==> src/rtl/dice_game_pkg.sv <==
package dice_game_pkg;

    typedef enum logic [2:0] {
        ST_START = 3'd0,
        ST_FIRST = 3'd1,
        ST_WAIT  = 3'd2,
        ST_LATER = 3'd3,
        ST_WIN   = 3'd4,
        ST_LOSE  = 3'd5
    } game_state_e;

    typedef struct packed {
        game_state_e state;
    } game_regs_t;

endpackage

==> src/rtl/dice_sum_class.sv <==
module dice_sum_class #(
    parameter int unsigned SUM_W    = 4,
    parameter int unsigned SEVEN    = 7,
    parameter int unsigned ELEVEN   = 11,
    parameter int unsigned CRAPS_LO = 2,
    parameter int unsigned CRAPS_MI = 3,
    parameter int unsigned CRAPS_HI = 12
) (
    input  logic [SUM_W-1:0] dice_sum,
    output logic             is_seven,
    output logic             is_natural,
    output logic             is_craps
);
    localparam logic [SUM_W-1:0] K_SEVEN  = SUM_W'(SEVEN);
    localparam logic [SUM_W-1:0] K_ELEVEN = SUM_W'(ELEVEN);
    localparam logic [SUM_W-1:0] K_CLO    = SUM_W'(CRAPS_LO);
    localparam logic [SUM_W-1:0] K_CMI    = SUM_W'(CRAPS_MI);
    localparam logic [SUM_W-1:0] K_CHI    = SUM_W'(CRAPS_HI);

    always_comb begin
        is_seven   = (dice_sum == K_SEVEN);
        is_natural = is_seven || (dice_sum == K_ELEVEN);
        is_craps   = (dice_sum == K_CLO) || (dice_sum == K_CMI) || (dice_sum == K_CHI);
    end
endmodule

==> src/rtl/dice_point_store.sv <==
module dice_point_store #(
    parameter int unsigned SUM_W = 4
) (
    input  logic             clk,
    input  logic             rst_n,
    input  logic             load,
    input  logic [SUM_W-1:0] dice_sum,
    output logic [SUM_W-1:0] point_q,
    output logic             match
);
    logic [SUM_W-1:0] point_d;

    always_comb begin
        point_d = point_q;
        if (load) begin
            point_d = dice_sum;
        end
        match = (dice_sum == point_q);
    end

    always_ff @(posedge clk or negedge rst_n) begin
        if (!rst_n) begin
            point_q <= '0;
        end else begin
            point_q <= point_d;
        end
    end
endmodule

==> src/rtl/dice_game_fsm.sv <==
module dice_game_fsm
    import dice_game_pkg::*;
(
    input  logic clk,
    input  logic rst_n,
    input  logic roll_btn,
    input  logic is_seven,
    input  logic is_natural,
    input  logic is_craps,
    input  logic matches_point,
    output logic roll_en,
    output logic store_pt,
    output logic win,
    output logic lose
);
    game_regs_t regs_d;
    game_regs_t regs_q;

    always_comb begin
        regs_d   = regs_q;
        roll_en  = 1'b0;
        store_pt = 1'b0;
        case (regs_q.state)
            ST_START: begin
                if (roll_btn) begin
                    regs_d.state = ST_FIRST;
                end
            end
            ST_FIRST: begin
                if (roll_btn) begin
                    roll_en = 1'b1;
                end else if (is_natural) begin
                    regs_d.state = ST_WIN;
                end else if (is_craps) begin
                    regs_d.state = ST_LOSE;
                end else begin
                    store_pt     = 1'b1;
                    regs_d.state = ST_WAIT;
                end
            end
            ST_WAIT: begin
                if (roll_btn) begin
                    regs_d.state = ST_LATER;
                end
            end
            ST_LATER: begin
                if (roll_btn) begin
                    roll_en = 1'b1;
                end else if (matches_point) begin
                    regs_d.state = ST_WIN;
                end else if (is_seven) begin
                    regs_d.state = ST_LOSE;
                end else begin
                    regs_d.state = ST_WAIT;
                end
            end
            ST_WIN, ST_LOSE: begin
                regs_d = regs_q;
            end
            default: begin
                regs_d.state = ST_START;
            end
        endcase
    end

    always_ff @(posedge clk or negedge rst_n) begin
        if (!rst_n) begin
            regs_q <= '{state: ST_START};
        end else begin
            regs_q <= regs_d;
        end
    end

    assign win  = (regs_q.state == ST_WIN);
    assign lose = (regs_q.state == ST_LOSE);
endmodule

==> src/rtl/dice_point_ctrl.sv <==
module dice_point_ctrl #(
    parameter int unsigned SUM_W = 4
) (
    input  logic             clk,
    input  logic             rst_n,
    input  logic             roll_btn,
    input  logic [SUM_W-1:0] dice_sum,
    output logic             roll_en,
    output logic             store_pt,
    output logic             win,
    output logic             lose
);
    logic             is_seven;
    logic             is_natural;
    logic             is_craps;
    logic             matches_point;
    logic [SUM_W-1:0] point_q;

    dice_sum_class #(.SUM_W(SUM_W)) u_class (
        .dice_sum   (dice_sum),
        .is_seven   (is_seven),
        .is_natural (is_natural),
        .is_craps   (is_craps)
    );

    dice_point_store #(.SUM_W(SUM_W)) u_point (
        .clk      (clk),
        .rst_n    (rst_n),
        .load     (store_pt),
        .dice_sum (dice_sum),
        .point_q  (point_q),
        .match    (matches_point)
    );

    dice_game_fsm u_fsm (
        .clk           (clk),
        .rst_n         (rst_n),
        .roll_btn      (roll_btn),
        .is_seven      (is_seven),
        .is_natural    (is_natural),
        .is_craps      (is_craps),
        .matches_point (matches_point),
        .roll_en       (roll_en),
        .store_pt      (store_pt),
        .win           (win),
        .lose          (lose)
    );
endmodule

==> config.mk <==
export PLATFORM = sky130hd
export DESIGN_NAME = dice_point_ctrl
export DESIGN_NICKNAME = d
export VERILOG_FILES = /design/src/rtl/dice_game_pkg.sv /design/src/rtl/dice_sum_class.sv /design/src/rtl/dice_point_store.sv /design/src/rtl/dice_game_fsm.sv /design/src/rtl/dice_point_ctrl.sv
export SDC_FILE = /design/constraint.sdc
export NUM_CORES = 1
export LEC_CHECK = 0
export BUFFER_PORTS_ARGS = -buffer_cell sky130_fd_sc_hd__buf_2
export CAP_MARGIN = 20
export CELL_PAD_IN_SITES_DETAIL_PLACEMENT = 1
export CELL_PAD_IN_SITES_GLOBAL_PLACEMENT = 1
export CORE_ASPECT_RATIO = 0.7
export CORE_MARGIN = 3
export CORE_UTILIZATION = 25
export DETAILED_ROUTE_END_ITERATION = 16
export PLACE_DENSITY = 0.57
export SYNTH_ARGS = -nofsm -noshare
export SYNTH_HDL_FRONTEND = slang
export SYNTH_SLANG_ARGS = --single-unit
export TNS_END_PERCENT = 1
==> constraint.sdc <==
create_clock -name clk -period 1.53 [get_ports clk]
set_input_delay 0.0765 -clock clk [delete_from_list [all_inputs] [get_ports clk]]
set_output_delay 0.0765 -clock clk [all_outputs]
set_load 0.005 [all_outputs]
==> results.ini <==
[run]
maxCapViolCount = 0

[routing]
drtIter0Drc = 10
remaining_drc_errors = 0
firstDrtPassIters = 3
wl_per_cell_um = 14.82
vias = 392
ant_nets = 0
viasPerCell = 4.723
wl_mm = 1.230

[timing]
slew_violations = 0
fmax_ghz = 0.6701
setup_viol = 0
hold_violations = 0
final.setup_skew_ns = 0.01052
maxSlewHeadroom = 0.8285
worst_slew_pin_slew_ns = 0.2572
finalCritPeriodShare = 0.9753
whs_ns = 0.1133
final.min_clock_period_ns = 1.492

[logic_synthesis]
synth_cells = 43
synth_top_area_cell = dfrtp_1
synth_nets = 50
ys_seq_area_frac = 0.3784
synth_area_um2 = 462.9
ys_ff_latch = 7
synth_warnings = 0
ys.flop_type = dfrtp_1
async_flop_share = 1.000
yosys-top-cells-area = dfrtp_1, mux2_4, xnor2_1
synth.top_cell.area_share = 0.3784
ys_types = 26
synth-edff-count = 0
avgSynthCellArea_um2 = 10.77

[cts]
cts_tree = yes
cts-root-buf = clkbuf_4
cts_buffers = 3
cts.htree.levels = 1
cts.sinks = 7
clock_latency_ns = 0.27
cts.clk_slew.worst_paths_ns = 0.07
clockBufferDepth = 2

[worst_setup_path]
r2r_start = u_fsm.regs_q[0]
slowest_stage = dfrtp_1
slowest_delay_ns = 0.38
arrival_ns = 1.64
reg2reg_to = u_point.point_q[0]
cp-end-kind = flop
critical_path.cell_chain = or2b_1, nor2_2, nand3_4, buf_12, mux2_4
cp.required_ns = 1.67
crit_fanout = 4
cp-start-kind = flop
crit_end = u_point.point_q[0]
crit_type = flop to flop
crit_start = u_fsm.regs_q[0]
r2r_slack_ns = 0.04
rr_worst_depth = 5

[global_route]
grt_overflow = 0
grt_pass1_vias = 398
grt_usage = 0.1142
grt_pass1_wl_mm = 2.001
grt_max_degree = 8
antenna_found_initial = 0

[floorplanning]
io_pins = 11
core_area_um2 = 1667
row_count = 12
initial_core_util = 0.2778
die_area_um2 = 2413
dieWidth_um = 57.44
die-height_um = 42.01

[pwr]
power_density_nw_per_um2 = 1440
ir_drop_mv = 0.5711
cellLeakagePower_uw = 0.0003055

[finish]
final_cell_mix = buf_2, dfrtp_1
final_common_cell = buf_2
utilization = 0.3746
num_antenna_cells = 0
nets = 70
fillers = 190
synthToLayoutAreaGrowth_pct = 34.86
final_layout_size_suffix_gt1_frac = 0.4516

[place]
place.gp.congestion = 0.7289
dp_hpwl_um = 946.3
numPortBuffers = 10

[status]
outcome = finished clean

[hold_path]
hp-class = primary input to flop

critical path: cells and delay by family, from the launching register on:
| kind | cells | cell delay (ns) |
|---|---|---|
| buf+inv | 1 | 0.15 |
| mux | 1 | 0.28 |
| flops | 1 | 0.38 |
| simple gates | 3 | 0.55 |
synth_stat cells (all sizes together), types with 2 or more instances:
cell type and instances:
and3 2, nor3 2, mux2 4, inv 4
dfrtp 7, nand3 2, nor2 2, xnor2 4
through the flow:
step / instance area, um2 / std cells / setup WS, ns / TNS, ns / power [uW]
3_5_place_dp: 543.0 / 74 / 0.08507 / 0 / 667.0
2_1_floorplan: 462.9 / 43 / 0.1869 / 0 / 563.6
3_3_place_gp: 543.0 / 74 / 0.1368 / 0 / 665.2
5_1_grt: 624.3 / 83 / -0.01566 / -0.04356 / 954.8
4_1_cts: 581.8 / 79 / 0.02589 / 0 / 859.2
6_report: 624.3 / 83 / 0.03776 / 0 / 899.1
cells by family (layout without fill, tap and decap cells):
kind of cell / Yosys count / in the layout / share of synthesized area
AOI/OAI and AO/OA: 8 / 8 / 0.1405
DFF: 7 / 7 / 0.3784
muxes: 4 / 4 / 0.1297
xor gates and xnor gates: 4 / 4 / 0.07567
buffers and inverters: 5 / 24 / 0.04052
and+or+nand+nor: 15 / 15 / 0.2351
metal layers:
metal  track usage  part of all wire  vias to the layer above
li1              -                 -                      194
met1        0.1815              0.58                      182
met2        0.1216              0.34                       11
met3       0.03692             0.050                        5
met4       0.06944             0.029                        0
met5             0                 0                        -
final cells by class:
class	instances	area, um2	share of cell area
tap	21	26.28	0.04208
sequential	7	175.2	0.2806
inverter	4	15.01	0.02405
timing repair buffer	16	110.1	0.1764
clock buffer	4	26.28	0.04208
multi-input combinational	31	271.5	0.4349
worst min-delay path by stage:
stage,slack [ns],depth (start not counted),startpoint,endpoint
2_1_floorplan,-0.22,0,rst_n,u_fsm.regs_q[0]
3_3_place_gp,-0.08,1,rst_n,u_point.point_q[1]
3_5_place_dp,-0.07,1,rst_n,u_point.point_q[1]
4_1_cts,0.12,3,roll_btn,u_fsm.regs_q[0]
5_1_grt,0.13,3,roll_btn,u_fsm.regs_q[0]
6_report,0.11,3,roll_btn,u_fsm.regs_q[0]
power by group:
part | switching, uW | internal (uW)
clock | 87.2 | 101
sequential | 68.0 | 265
combinational | 154 | 224
total | 309 | 590
repair_timing:
item                                    CTS  global route
pin swaps                                 0             1
gates resized for setup                   1             0
hold endpoints to repair                  7             0
setup buffers                             0             4
endpoints found under the setup margin    1             1
hold buffers                              1             0
sequential cells by signal (all words and copies together) (netlist names):
| name | cells |
|---|---|
| u_point.point_q | 4 |
| u_fsm.regs_q | 3 |
Note: power is estimated with default switching activity, not from simulation.
